`config.mk`:
```
export PLATFORM = sky130hd
export DESIGN_NAME = cam_word_packer
export DESIGN_NICKNAME = d
export VERILOG_FILES = /design/src/rtl/cwp_pkg.sv /design/src/rtl/cwp_sync_detect.sv /design/src/rtl/cwp_sample_fmt.sv /design/src/rtl/cwp_pack_fsm.sv /design/src/rtl/cam_word_packer.sv
export SDC_FILE = /design/constraint.sdc
export NUM_CORES = 1
export LEC_CHECK = 0
export BUFFER_PORTS_ARGS = -buffer_cell sky130_fd_sc_hd__buf_4
export CAP_MARGIN = 20
export CORE_MARGIN = 2
export CORE_UTILIZATION = 40
export CTS_BUF_LIST = sky130_fd_sc_hd__clkbuf_16
export CTS_CLUSTER_SIZE = 30
export DETAILED_ROUTE_END_ITERATION = 8
export PLACE_DENSITY_LB_ADDON = 0.15
export SETUP_SLACK_MARGIN = 0.3
export SLEW_MARGIN = 20
export SYNTH_ARGS = -nofsm -noshare
export SYNTH_HDL_FRONTEND = slang
export SYNTH_SLANG_ARGS = --single-unit
```
`constraint.sdc`:
```
create_clock -name clk -period 4.52 [get_ports clk]
set_input_delay 0.226 -clock clk [delete_from_list [all_inputs] [get_ports clk]]
set_output_delay 0.226 -clock clk [all_outputs]
set_load 0.1 [all_outputs]
```
`src/rtl/cwp_pkg.sv`:
```
package cwp_pkg;

    localparam int BYTE_W   = 8;
    localparam int TEN_W    = 10;
    localparam int HALF_W   = 16;
    localparam int PACK_W   = 32;
    localparam int LANES    = PACK_W / BYTE_W;
    localparam int HALVES   = PACK_W / HALF_W;

    typedef enum logic [1:0] {
        SLOT_0 = 2'd0,
        SLOT_1 = 2'd1,
        SLOT_2 = 2'd2,
        SLOT_3 = 2'd3
    } slot_e;

    typedef enum logic [1:0] {
        WM_BYTE   = 2'b00,
        WM_TENBIT = 2'b01,
        WM_RSV_A  = 2'b10,
        WM_RSV_B  = 2'b11
    } wmode_e;

endpackage

```
`src/rtl/cwp_sync_detect.sv`:
```
module cwp_sync_detect (
    input  logic clk,
    input  logic rst_n,
    input  logic pix_clk,
    input  logic line_sync,
    input  logic frame_sync,
    output logic pix_fall,
    output logic frame_rise,
    output logic active_region
);

    logic pclk_q;
    logic fsync_q;

    always_ff @(posedge clk) begin
        if (!rst_n) begin
            pclk_q  <= 1'b0;
            fsync_q <= 1'b0;
        end else begin
            pclk_q  <= pix_clk;
            fsync_q <= frame_sync;
        end
    end

    // Edges are found against the previous system-clock sample
    assign pix_fall      = pclk_q & ~pix_clk;
    assign frame_rise    = frame_sync & ~fsync_q;
    assign active_region = ~line_sync & ~frame_sync;

endmodule

```
`src/rtl/cwp_sample_fmt.sv`:
```
module cwp_sample_fmt
    import cwp_pkg::*;
#(
    parameter int DATA_W = 14
) (
    input  logic [DATA_W-1:0] pix_data,
    input  logic [1:0]        width_mode,
    output logic [BYTE_W-1:0] byte_sample,
    output logic [HALF_W-1:0] half_sample,
    output logic              mode_ok,
    output logic              is_tenbit
);

    localparam int PAD_W = HALF_W - TEN_W;

    logic unused_hi_bits;
    assign unused_hi_bits = ^pix_data[DATA_W-1:TEN_W];

    assign byte_sample = pix_data[BYTE_W-1:0];
    assign half_sample = {{PAD_W{1'b0}}, pix_data[TEN_W-1:0]};

    always_comb begin
        mode_ok   = 1'b0;
        is_tenbit = 1'b0;
        unique case (wmode_e'(width_mode))
            WM_BYTE:   mode_ok = 1'b1;
            WM_TENBIT: begin
                mode_ok   = 1'b1;
                is_tenbit = 1'b1;
            end
            WM_RSV_A:  mode_ok = 1'b0;
            WM_RSV_B:  mode_ok = 1'b0;
        endcase
    end

endmodule

```
`src/rtl/cwp_pack_fsm.sv`:
```
module cwp_pack_fsm
    import cwp_pkg::*;
(
    input  logic              clk,
    input  logic              rst_n,
    input  logic              capture,
    input  logic              frame_rise,
    input  logic              is_tenbit,
    input  logic [BYTE_W-1:0] byte_sample,
    input  logic [HALF_W-1:0] half_sample,
    output logic [PACK_W-1:0] word_out,
    output logic              word_valid
);

    slot_e             state;
    slot_e             state_nx;
    logic              word_done;
    logic [PACK_W-1:0] acc;

    // State register
    always_ff @(posedge clk) begin
        if (!rst_n) state <= SLOT_0;
        else        state <= state_nx;
    end

    // Transitions
    always_comb begin
        state_nx  = state;
        word_done = 1'b0;
        if (frame_rise) begin
            state_nx = SLOT_0;
        end else if (capture) begin
            unique case (state)
                SLOT_0: state_nx = SLOT_1;
                SLOT_1: begin
                    state_nx  = is_tenbit ? SLOT_0 : SLOT_2;
                    word_done = is_tenbit;
                end
                SLOT_2: begin
                    state_nx  = is_tenbit ? SLOT_0 : SLOT_3;
                    word_done = is_tenbit;
                end
                SLOT_3: begin
                    state_nx  = SLOT_0;
                    word_done = 1'b1;
                end
            endcase
        end
    end

    // Outputs and packing
    always_ff @(posedge clk) begin
        if (!rst_n) begin
            acc        <= '0;
            word_out   <= '0;
            word_valid <= 1'b0;
        end else begin
            word_valid <= word_done;
            if (capture && !frame_rise) begin
                if (is_tenbit) begin
                    if (state == SLOT_0) acc[HALF_W-1:0] <= half_sample;
                end else begin
                    acc[BYTE_W*state +: BYTE_W] <= byte_sample;
                end
            end
            if (word_done) begin
                if (is_tenbit)
                    word_out <= {half_sample, acc[HALF_W-1:0]};
                else
                    word_out <= {byte_sample, acc[PACK_W-BYTE_W-1:0]};
            end
        end
    end

endmodule

```
`src/rtl/cam_word_packer.sv`:
```
module cam_word_packer
    import cwp_pkg::*;
#(
    parameter int DATA_W = 14
) (
    input  logic              clk,
    input  logic              rst_n,
    input  logic              pix_clk,
    input  logic              line_sync,
    input  logic              frame_sync,
    input  logic [DATA_W-1:0] pix_data,
    input  logic [1:0]        width_mode,
    output logic [PACK_W-1:0] word_out,
    output logic              word_valid
);

    logic              pix_fall;
    logic              frame_rise;
    logic              active_region;
    logic [BYTE_W-1:0] byte_sample;
    logic [HALF_W-1:0] half_sample;
    logic              mode_ok;
    logic              is_tenbit;
    logic              capture;

    cwp_sync_detect u_sync (
        .clk           (clk),
        .rst_n         (rst_n),
        .pix_clk       (pix_clk),
        .line_sync     (line_sync),
        .frame_sync    (frame_sync),
        .pix_fall      (pix_fall),
        .frame_rise    (frame_rise),
        .active_region (active_region)
    );

    cwp_sample_fmt #(.DATA_W(DATA_W)) u_fmt (
        .pix_data    (pix_data),
        .width_mode  (width_mode),
        .byte_sample (byte_sample),
        .half_sample (half_sample),
        .mode_ok     (mode_ok),
        .is_tenbit   (is_tenbit)
    );

    assign capture = pix_fall & active_region & mode_ok;

    cwp_pack_fsm u_fsm (
        .clk         (clk),
        .rst_n       (rst_n),
        .capture     (capture),
        .frame_rise  (frame_rise),
        .is_tenbit   (is_tenbit),
        .byte_sample (byte_sample),
        .half_sample (half_sample),
        .word_out    (word_out),
        .word_valid  (word_valid)
    );

endmodule

```
==> impl_metrics.ini, run 1 <==
[timing]
tns_ns = 0
worst_slew_pin_slew_ns = 1.00
fmax_mhz = 399
setup_violations = 0
min_period_over_period_pct = 55.4
rsz0062_at_grt = no
fin_crit_ns = 2.50
final-hold-violation-count = 0
maxSlewViolCount = 0
slew-limit-headroom_pct = 32.6
finalClockSkew_ns = 0.00527

[clock_tree]
clk_pin_slew_ns = 0.05
numCtsBuffers = 9
htreeDepth = 3
postCtsHoldBufs = 0
clockRootBuffer = clkbuf_16
post-cts-setup-buffer-count = 0
cts_buffer_depth = 2
cts_resized = 0
cts_tree = built
insertion_delay_ns = 0.32
clock_sinks = 61

[power_and_ir_drop]
p_seq_share_pct = 41.9
combPwrFrac_pct = 3.7
leakage_nw = 1.19
p_int_mw = 1.03
ir_worst_vdd_v = 0.000224
p_clk_share_pct = 54.4
netSwitchingFraction_pct = 20.3
switchingPower_mw = 0.262
powerDensity_nw_per_um2 = 405

[yosys]
syn_avg_cell_area_um2 = 8.58
synthFlopType = dfxtp_1
synth_seq_cells = 61
yosysTopAreaCell = dfxtp_1
synth_most_common_cell = dfxtp_1
synth.distinct_cells = 32
synth-edff-count = 0
synth_top_area_share_pct = 48.6
synthArstFlopShare_pct = 0
synth_common_cells = dfxtp_1 (61), nand2_1 (49), o21ai_0 (31), a21oi_1 (26), nand3_1 (25)
ys_seq_area_share_pct = 48.6
synth_area_leaders = dfxtp_1 (49%), nand2_1 (7.3%), o21ai_0 (6.2%), a21oi_1 (5.2%), nand3_1 (5.0%)
synth_nets = 320
synth_warnings = 0
synth_cells = 293
syn_area_um2 = 2510

[critical_path]
slowest_delay_ns = 0.60
path_max_fanout = 33
crit_path_start = u_fsm.state[0]$_SDFFE_PP0N_
crit_chain = inv_1 -> ha_1 -> nor3b_2 -> o211a_1 -> buf_4 -> nand3_1 -> o21ai_0
worstSetupStartpointType = flop
worst_path_dominant_cell_family = compound AO/OA/AOI/OAI gates
r2r_start = u_fsm.state[0]$_SDFFE_PP0N_
critPathSlowestCell = o211a_1
worstPathArrival_ns = 2.75
cp.required_ns = 4.76
end_kind = flop
critPathBufInv = 2
path_class = flop to flop

[floorplanning]
initial_utilization_pct = 42.0
die-area_um2 = 6940
rows = 28
die_w_um = 83.3
dieHeight_um = 83.3
io_pins = 54
core-area_um2 = 5990

[final_layout]
nNetsFinal = 360
antenna_cells = 0
area_growth_pct = 26.9
final_core_util_pct = 53.3
layout-drive-gt1-share_pct = 21.3

[placed_design]
routabilityCongestion = 0.809
dp_hpwl_mm = 4.01
io_buffer_count = 49

[routing]
drc = 0
wl_per_cell_um = 14.8
vias = 2225
postRouteAntennaNets = 0
dr.pass1.iters = 4
viasPerCell = 5.39
initialDrtViolationCount = 117
wl_mm = 6.10

[global_route]
grt_max_degree = 38
grtUsageTotal_pct = 17.9
gr-total-overflow = 0
grt_pass1_wl_mm = 10.1
grt_pass1_vias = 2102
antenna_found_initial = 0

[worst_hold_path]
hold_start = pix_clk
hp-class = primary input to flop

[status]
status = finished, final reports clean

[flow_run]
cap_violations = 0
-- logic make-up (layout without fill, tap and decap cells) --
| logic type | count (synthesis) | after routing | share of synthesized area, % |
|---|---|---|---|
| simple gates | 117 | 117 | 22.8 |
| compound gates | 79 | 79 | 19.1 |
| flops | 61 | 61 | 48.6 |
| buf+inv | 26 | 71 | 4.87 |
| fa+ha+maj | 6 | 6 | 2.98 |
| mux | 4 | 4 | 1.69 |
-- power by group through the flow --
stage          sequential (mW)  combinational, mW  clock (mW)
3_3_place_gp             0.552             0.0473           0
5_1_grt                  0.540             0.0522       0.737
3_5_place_dp             0.552             0.0477           0
2_1_floorplan            0.552             0.0238           0
4_1_cts                  0.541             0.0477       0.709
6_report                 0.541             0.0474       0.703
-- registers in the layout, indices dropped and copies added, names as in the netlist --
register	flops
u_fsm.word_valid	1
u_fsm.word_out	32
u_sync.fsync_q	1
u_sync.pclk_q	1
u_fsm.acc	24
u_fsm.state	2
-- final timing paths --
| path | to | slack, ns | depth (start not counted) |
|---|---|---|---|
| max | u_fsm.word_out[4]$_SDFFE_PN0P_ | 2.02 | 7 |
| min | u_sync.pclk_q$_SDFF_PN0_ | 0.13 | 2 |
| max reg2reg | u_fsm.word_out[4]$_SDFFE_PN0P_ | 2.02 | 7 |
| min reg2reg | u_fsm.acc[21]$_SDFFE_PN0P_ | 0.45 | 2 |
-- cells in the final DEF (no fill, tap or decap) --
cell type,netlist,routed
mux2i_1,2,2
dfxtp_1,61,61
inv_1,3,4
nand2_1,49,49
nand3_1,25,25
and2_1,3,3
buf_4,3,51
o211ai_1,1,1
a21oi_1,26,26
o31ai_2,1,1
bufinv_16,0,2
ha_1,6,6
nor2b_1,2,2
nor2_1,14,14
o21ai_0,31,31
clkinv_2,0,2
o211a_1,1,1
mux2_2,2,2
a311oi_1,12,12
nor3_2,2,2
nand4_1,15,15
clkbuf_16,0,9
nand2b_1,1,1
nor4b_2,1,1
a211oi_1,1,1
nor3b_2,1,1
nor2_2,1,1
and3b_1,1,1
a22o_1,6,6
clkinv_1,1,3
and4_1,2,2
-- final cells by class --
type | count | area (µm²)
Inverter | 4 | 15.0
Clock buffer | 9 | 225
Multi-Input combinational cell | 206 | 1170
Timing Repair Buffer | 51 | 383
Fill cell | 570 | 2800
Tap cell | 75 | 93.8
Sequential cell | 61 | 1220
Clock inverter | 7 | 81.3
-- stage by stage --
stage	instance area (µm²)	cells	worst slack (ns)	hold slack, ns	total power, mW
global route	3190	413	1.81	0.135	1.33
global placement	2880	397	2.07	0.441	0.599
detailed placement	2880	397	2.01	0.445	0.600
CTS	3190	413	1.98	0.127	1.30
floorplan	2510	293	2.65	0.352	0.575
finish	3190	413	2.02	0.130	1.29
-- per-layer routing --
metal	vias up	global-route usage [%]	wire length, µm
li1	1130	-	-
met3	9	4.47	371
met1	1022	23.8	2880
met5	-	0	0
met4	0	7.75	104
met2	64	27.7	2740
No activity file was read; power rests on OpenSTA's default activity.
==> inputs of run 2 (changes only) <==
==> constraint.sdc (replaced) <==
create_clock -name clk -period 2.1 [get_ports clk]
set_input_delay 0.105 -clock clk [delete_from_list [all_inputs] [get_ports clk]]
set_output_delay 0.105 -clock clk [all_outputs]
set_load 0.1 [all_outputs]
==> impl_metrics.ini, run 2 (same netlist as run 1, synthesis figures left out) <==
[global_route]
antenna_found_initial = 0
grtUsageTotal_pct = 19.1
grt_max_degree = 31
gr-total-overflow = 0
grt_pass1_vias = 2125
grt_pass1_wl_mm = 10.6

[timing]
rsz0062_at_grt = yes
fin_crit_ns = 1.77
worst_slew_pin_slew_ns = 0.622
min_period_over_period_pct = 84.1
tns_ns = 0
maxSlewViolCount = 0
final-hold-violation-count = 0
setup_violations = 0
fmax_mhz = 566
finalClockSkew_ns = 0.00349
slew-limit-headroom_pct = 57.4

[flow_run]
cap_violations = 0

[clock_tree]
postCtsHoldBufs = 0
cts_buffer_depth = 2
clockRootBuffer = clkbuf_16
htreeDepth = 3
numCtsBuffers = 9
clock_sinks = 61
insertion_delay_ns = 0.32
cts_tree = built
clk_pin_slew_ns = 0.05

[critical_path]
path_class = flop to flop
path_max_fanout = 8
worstPathArrival_ns = 2.02
end_kind = flop
worstSetupStartpointType = flop
cp.required_ns = 2.35
reg2reg_depth = 6

[routing]
viasPerCell = 5.48
wl_mm = 6.68
wl_per_cell_um = 15.9
initialDrtViolationCount = 184
postRouteAntennaNets = 0
drc = 0
vias = 2307
dr.pass1.iters = 5

[final_layout]
nNetsFinal = 370
top_register = u_fsm.word_out
layout-drive-gt1-share_pct = 26.0
largest_reg_flops = 32
final_cell_mix = dfxtp_1 (59), buf_4 (58), nand2_1 (49)
final_common_cell = dfxtp_1
reg_top3 = u_fsm.word_out x32, u_fsm.acc x24, u_fsm.state x2
area_growth_pct = 33.3
antenna_cells = 0
final_core_util_pct = 56.0

[placed_design]
io_buffer_count = 49
dp_hpwl_mm = 4.23
routabilityCongestion = 0.797

[worst_hold_path]
hold_depth = 2
hp-class = primary input to flop

[floorplanning]
io_pins = 54
die-area_um2 = 6940
rows = 28
initial_utilization_pct = 42.0
core-area_um2 = 5990
dieHeight_um = 83.3
die_w_um = 83.3

[status]
status = finished, final reports clean

[power_and_ir_drop]
ir_worst_vdd_v = 0.000398
powerDensity_nw_per_um2 = 784
leakage_nw = 1.25
[run 2: report_power, final]
part	total [mW]	internal [mW]	leakage (nW)	switching [mW]
Combinational	0.113	0.0398	0.624	0.0737
Clock	1.35	0.885	0.135	0.466
Sequential	1.16	1.16	0.493	0.00122
[run 2: final cells by class]
type / count / area, µm²
clock inverter: 5 / 45.0
fill: 565 / 2640
timing repair buffer: 61 / 513
multi-input combinational: 206 / 1240
sequential: 61 / 1220
clock buffer: 9 / 225
tap: 75 / 93.8
inverter: 4 / 15.0
[run 2: timing repair]
action / 4_1_cts / 5_1_grt
setup endpoints to repair: 22 / 28
resized for setup: 5 / 7
setup buffers: 0 / 0
cloned: 1 / 1
pin swaps: 0 / 0
[run 2: final timing paths]
path,start,to,slack (ns)
max,u_fsm.state[1]$_SDFFE_PP0N_,u_fsm.acc[7]$_SDFFE_PN0P_,0.33
min,pix_clk,u_sync.pclk_q$_SDFF_PN0_,0.01
max reg2reg,u_fsm.state[1]$_SDFFE_PP0N_,u_fsm.acc[7]$_SDFFE_PN0P_,0.33
min reg2reg,u_fsm.acc[17]$_SDFFE_PN0P_,u_fsm.acc[17]$_SDFFE_PN0P_,0.45
[run 2: metrics by stage]
step	setup slack, ns	hold slack [ns]	instances	total power [mW]	area [µm²]
floorplan	0.329	0.231	293	1.24	2520
global placement	0.244	0.332	405	1.30	2960
detailed placement	0.173	0.339	405	1.30	2960
CTS	0.317	0.00305	420	2.65	3290
global route	0.237	0.0151	421	2.71	3350
finish	0.334	0.00959	421	2.63	3350
[run 2: critical path: stages, from the launching register on]
cell and delay (ns):
dfxtp_2 0.36, inv_2 0.08, ha_1 0.23, buf_4 0.17, mux2i_1 0.48, o21ai_0 0.21
a21oi_1 0.16
[run 2: metal layers]
layer / track usage, % / share of wire [%] / vias to the layer above
met4: 9.09 / 2.0 / 0
li1: - / - / 1149
met2: 28.8 / 46 / 69
met3: 4.47 / 5.0 / 12
met1: 25.8 / 47 / 1077
met5: 0 / 0 / -
==> inputs of run 3 (changes only) <==
==> constraint.sdc (replaced) <==
create_clock -name clk -period 1.8 [get_ports clk]
set_input_delay 0.09 -clock clk [delete_from_list [all_inputs] [get_ports clk]]
set_output_delay 0.09 -clock clk [all_outputs]
set_load 0.1 [all_outputs]
==> impl_metrics.ini, run 3 (same netlist as run 1, synthesis figures left out) <==
[status]
status = finished, final reports clean

[critical_path]
worstPathArrival_ns = 1.84
slowest_delay_ns = 0.36
cp.required_ns = 2.02
end_kind = flop
path_max_fanout = 8
crit_chain = inv_6 -> ha_4 -> and3b_1 -> o211a_4 -> buf_12 -> nor2_1 -> a311oi_2
worstSetupStartpointType = flop
path_class = flop to flop
critPathBufInv = 2
worst_path_dominant_cell_family = compound AO/OA/AOI/OAI gates
critPathSlowestCell = dfxtp_4

[timing]
rsz0062_at_grt = yes
fin_crit_ns = 1.61
final-hold-violation-count = 0
whs_ns = 0.0217
worst_slew_pin_slew_ns = 0.540
tns_ns = 0
min_period_over_period_pct = 89.7
finalClockSkew_ns = 0.00636
setup_violations = 0
maxSlewViolCount = 0
fmax_mhz = 620
slew-limit-headroom_pct = 63.0

[global_route]
grt_pass1_wl_mm = 11.4
antenna_found_initial = 0
grt_pass1_vias = 2284
grt_max_degree = 37
gr-total-overflow = 0
grtUsageTotal_pct = 20.5

[clock_tree]
clock_sinks = 61
htreeDepth = 3
clk_pin_slew_ns = 0.05
cts_tree = built
numCtsBuffers = 9
clockRootBuffer = clkbuf_16
cts_buffer_depth = 2
insertion_delay_ns = 0.33

[routing]
vias = 2348
postRouteAntennaNets = 0
initialDrtViolationCount = 135
dr.pass1.iters = 4
wl_mm = 6.81
drc = 0
wl_per_cell_um = 15.7
viasPerCell = 5.41

[final_layout]
final_area_um2 = 3590
layout-drive-gt1-share_pct = 37.0
fillers = 534
nNetsFinal = 381
largest_reg_flops = 32
final_cell_mix = buf_4 (66), dfxtp_1 (59), nand2_1 (49)
reg_top3 = u_fsm.word_out x32, u_fsm.acc x24, u_fsm.state x2
final_common_cell = buf_4
top_register = u_fsm.word_out
area_growth_pct = 42.9
antenna_cells = 0

[floorplanning]
initial_utilization_pct = 42.0
io_pins = 54
dieHeight_um = 83.3
rows = 28
die_w_um = 83.3
die-area_um2 = 6940
core-area_um2 = 5990

[placed_design]
dp_hpwl_mm = 4.27
place_area_um2 = 3050
io_buffer_count = 49
routabilityCongestion = 0.851

[power_and_ir_drop]
leakage_nw = 1.33
ir_worst_vdd_v = 0.000500
powerDensity_nw_per_um2 = 834

[flow_run]
cap_violations = 0

[worst_hold_path]
hp-class = primary input to flop
run 3: changes by cell type in the layout (fill, tap and decap cells not counted), moves of 3 or more:
cell,change
nand3_1,-10
o21ai_0,-9
buf_4,+8
nand3_2,+8
o21ai_1,+7
a21oi_1,-6
a21oi_2,+6
a311oi_1,-4
a311oi_2,+4
clkinv_2,+4
clkinv_1,-3
run 3: report_power, final:
| group | leakage [nW] | switching, mW | total [mW] | internal (mW) |
|---|---|---|---|---|
| clock | 0.142 | 0.585 | 1.49 | 0.909 |
| sequential | 0.493 | 0.00153 | 1.35 | 1.35 |
| combinational | 0.698 | 0.0944 | 0.148 | 0.0537 |
run 3: final timing paths:
check,to,start,depth (start not counted),slack (ns)
worst max-delay path,u_fsm.word_out[24]$_SDFFE_PN0P_,u_fsm.state[1]$_SDFFE_PP0N_,7,0.19
worst min-delay path,u_sync.fsync_q$_SDFF_PN0_,frame_sync,3,0.02
worst max register to register,u_fsm.word_out[24]$_SDFFE_PN0P_,u_fsm.state[1]$_SDFFE_PP0N_,7,0.19
worst min register to register,u_fsm.word_out[0]$_SDFFE_PN0P_,u_fsm.word_out[0]$_SDFFE_PN0P_,2,0.45
run 3: repair_timing:
| action | CTS | global route |
|---|---|---|
| buffers inserted | 4 | 1 |
| cloned | 2 | 0 |
| hold endpoints to repair | 1 | 0 |
| resized for setup | 23 | 21 |
| pin swaps | 13 | 35 |
| endpoints found under the setup margin | 34 | 59 |
| hold buffers | 1 | 0 |
run 3: worst reg2reg max path: cells and delay by family (launching register included):
kind	cells	cell delay, ns
DFF	1	0.36
adders and majority gates	1	0.25
and+or+nand+nor	2	0.22
buffers and inverters	2	0.21
AOI/OAI and AO/OA	2	0.48
run 3: per-layer routing:
layer  vias up  GRT usage, %  wire length (µm)
li1       1174             -                 -
met1      1109          26.6              3110
met2        57          32.3              3220
met3         8          5.77               381
met4         0          8.20                93
met5         -             0                 0
run 3: per-stage QoR:
stage / cells / utilization, % / setup WS, ns / power, mW
CTS: 433 / 58.3 / 0.207 / 3.02
global route: 434 / 60.0 / 0.108 / 3.11
finish: 434 / 60.0 / 0.186 / 3.00
global placement: 410 / 50.9 / 0.166 / 1.52
floorplan: 293 / - / 0.224 / 1.44
detailed placement: 410 / 50.9 / 0.138 / 1.52
run 3: cell type report:
class | count | area [µm²] | area share, %
multi-input cells | 206 | 1380 | 38.5
flip-flops and latches | 61 | 1230 | 34.2
repair buffers | 72 | 607 | 16.9
clock buffers | 9 | 225 | 6.27
well taps | 75 | 93.8 | 2.61
clock inverters | 7 | 33.8 | 0.940
inverters | 4 | 22.5 | 0.627
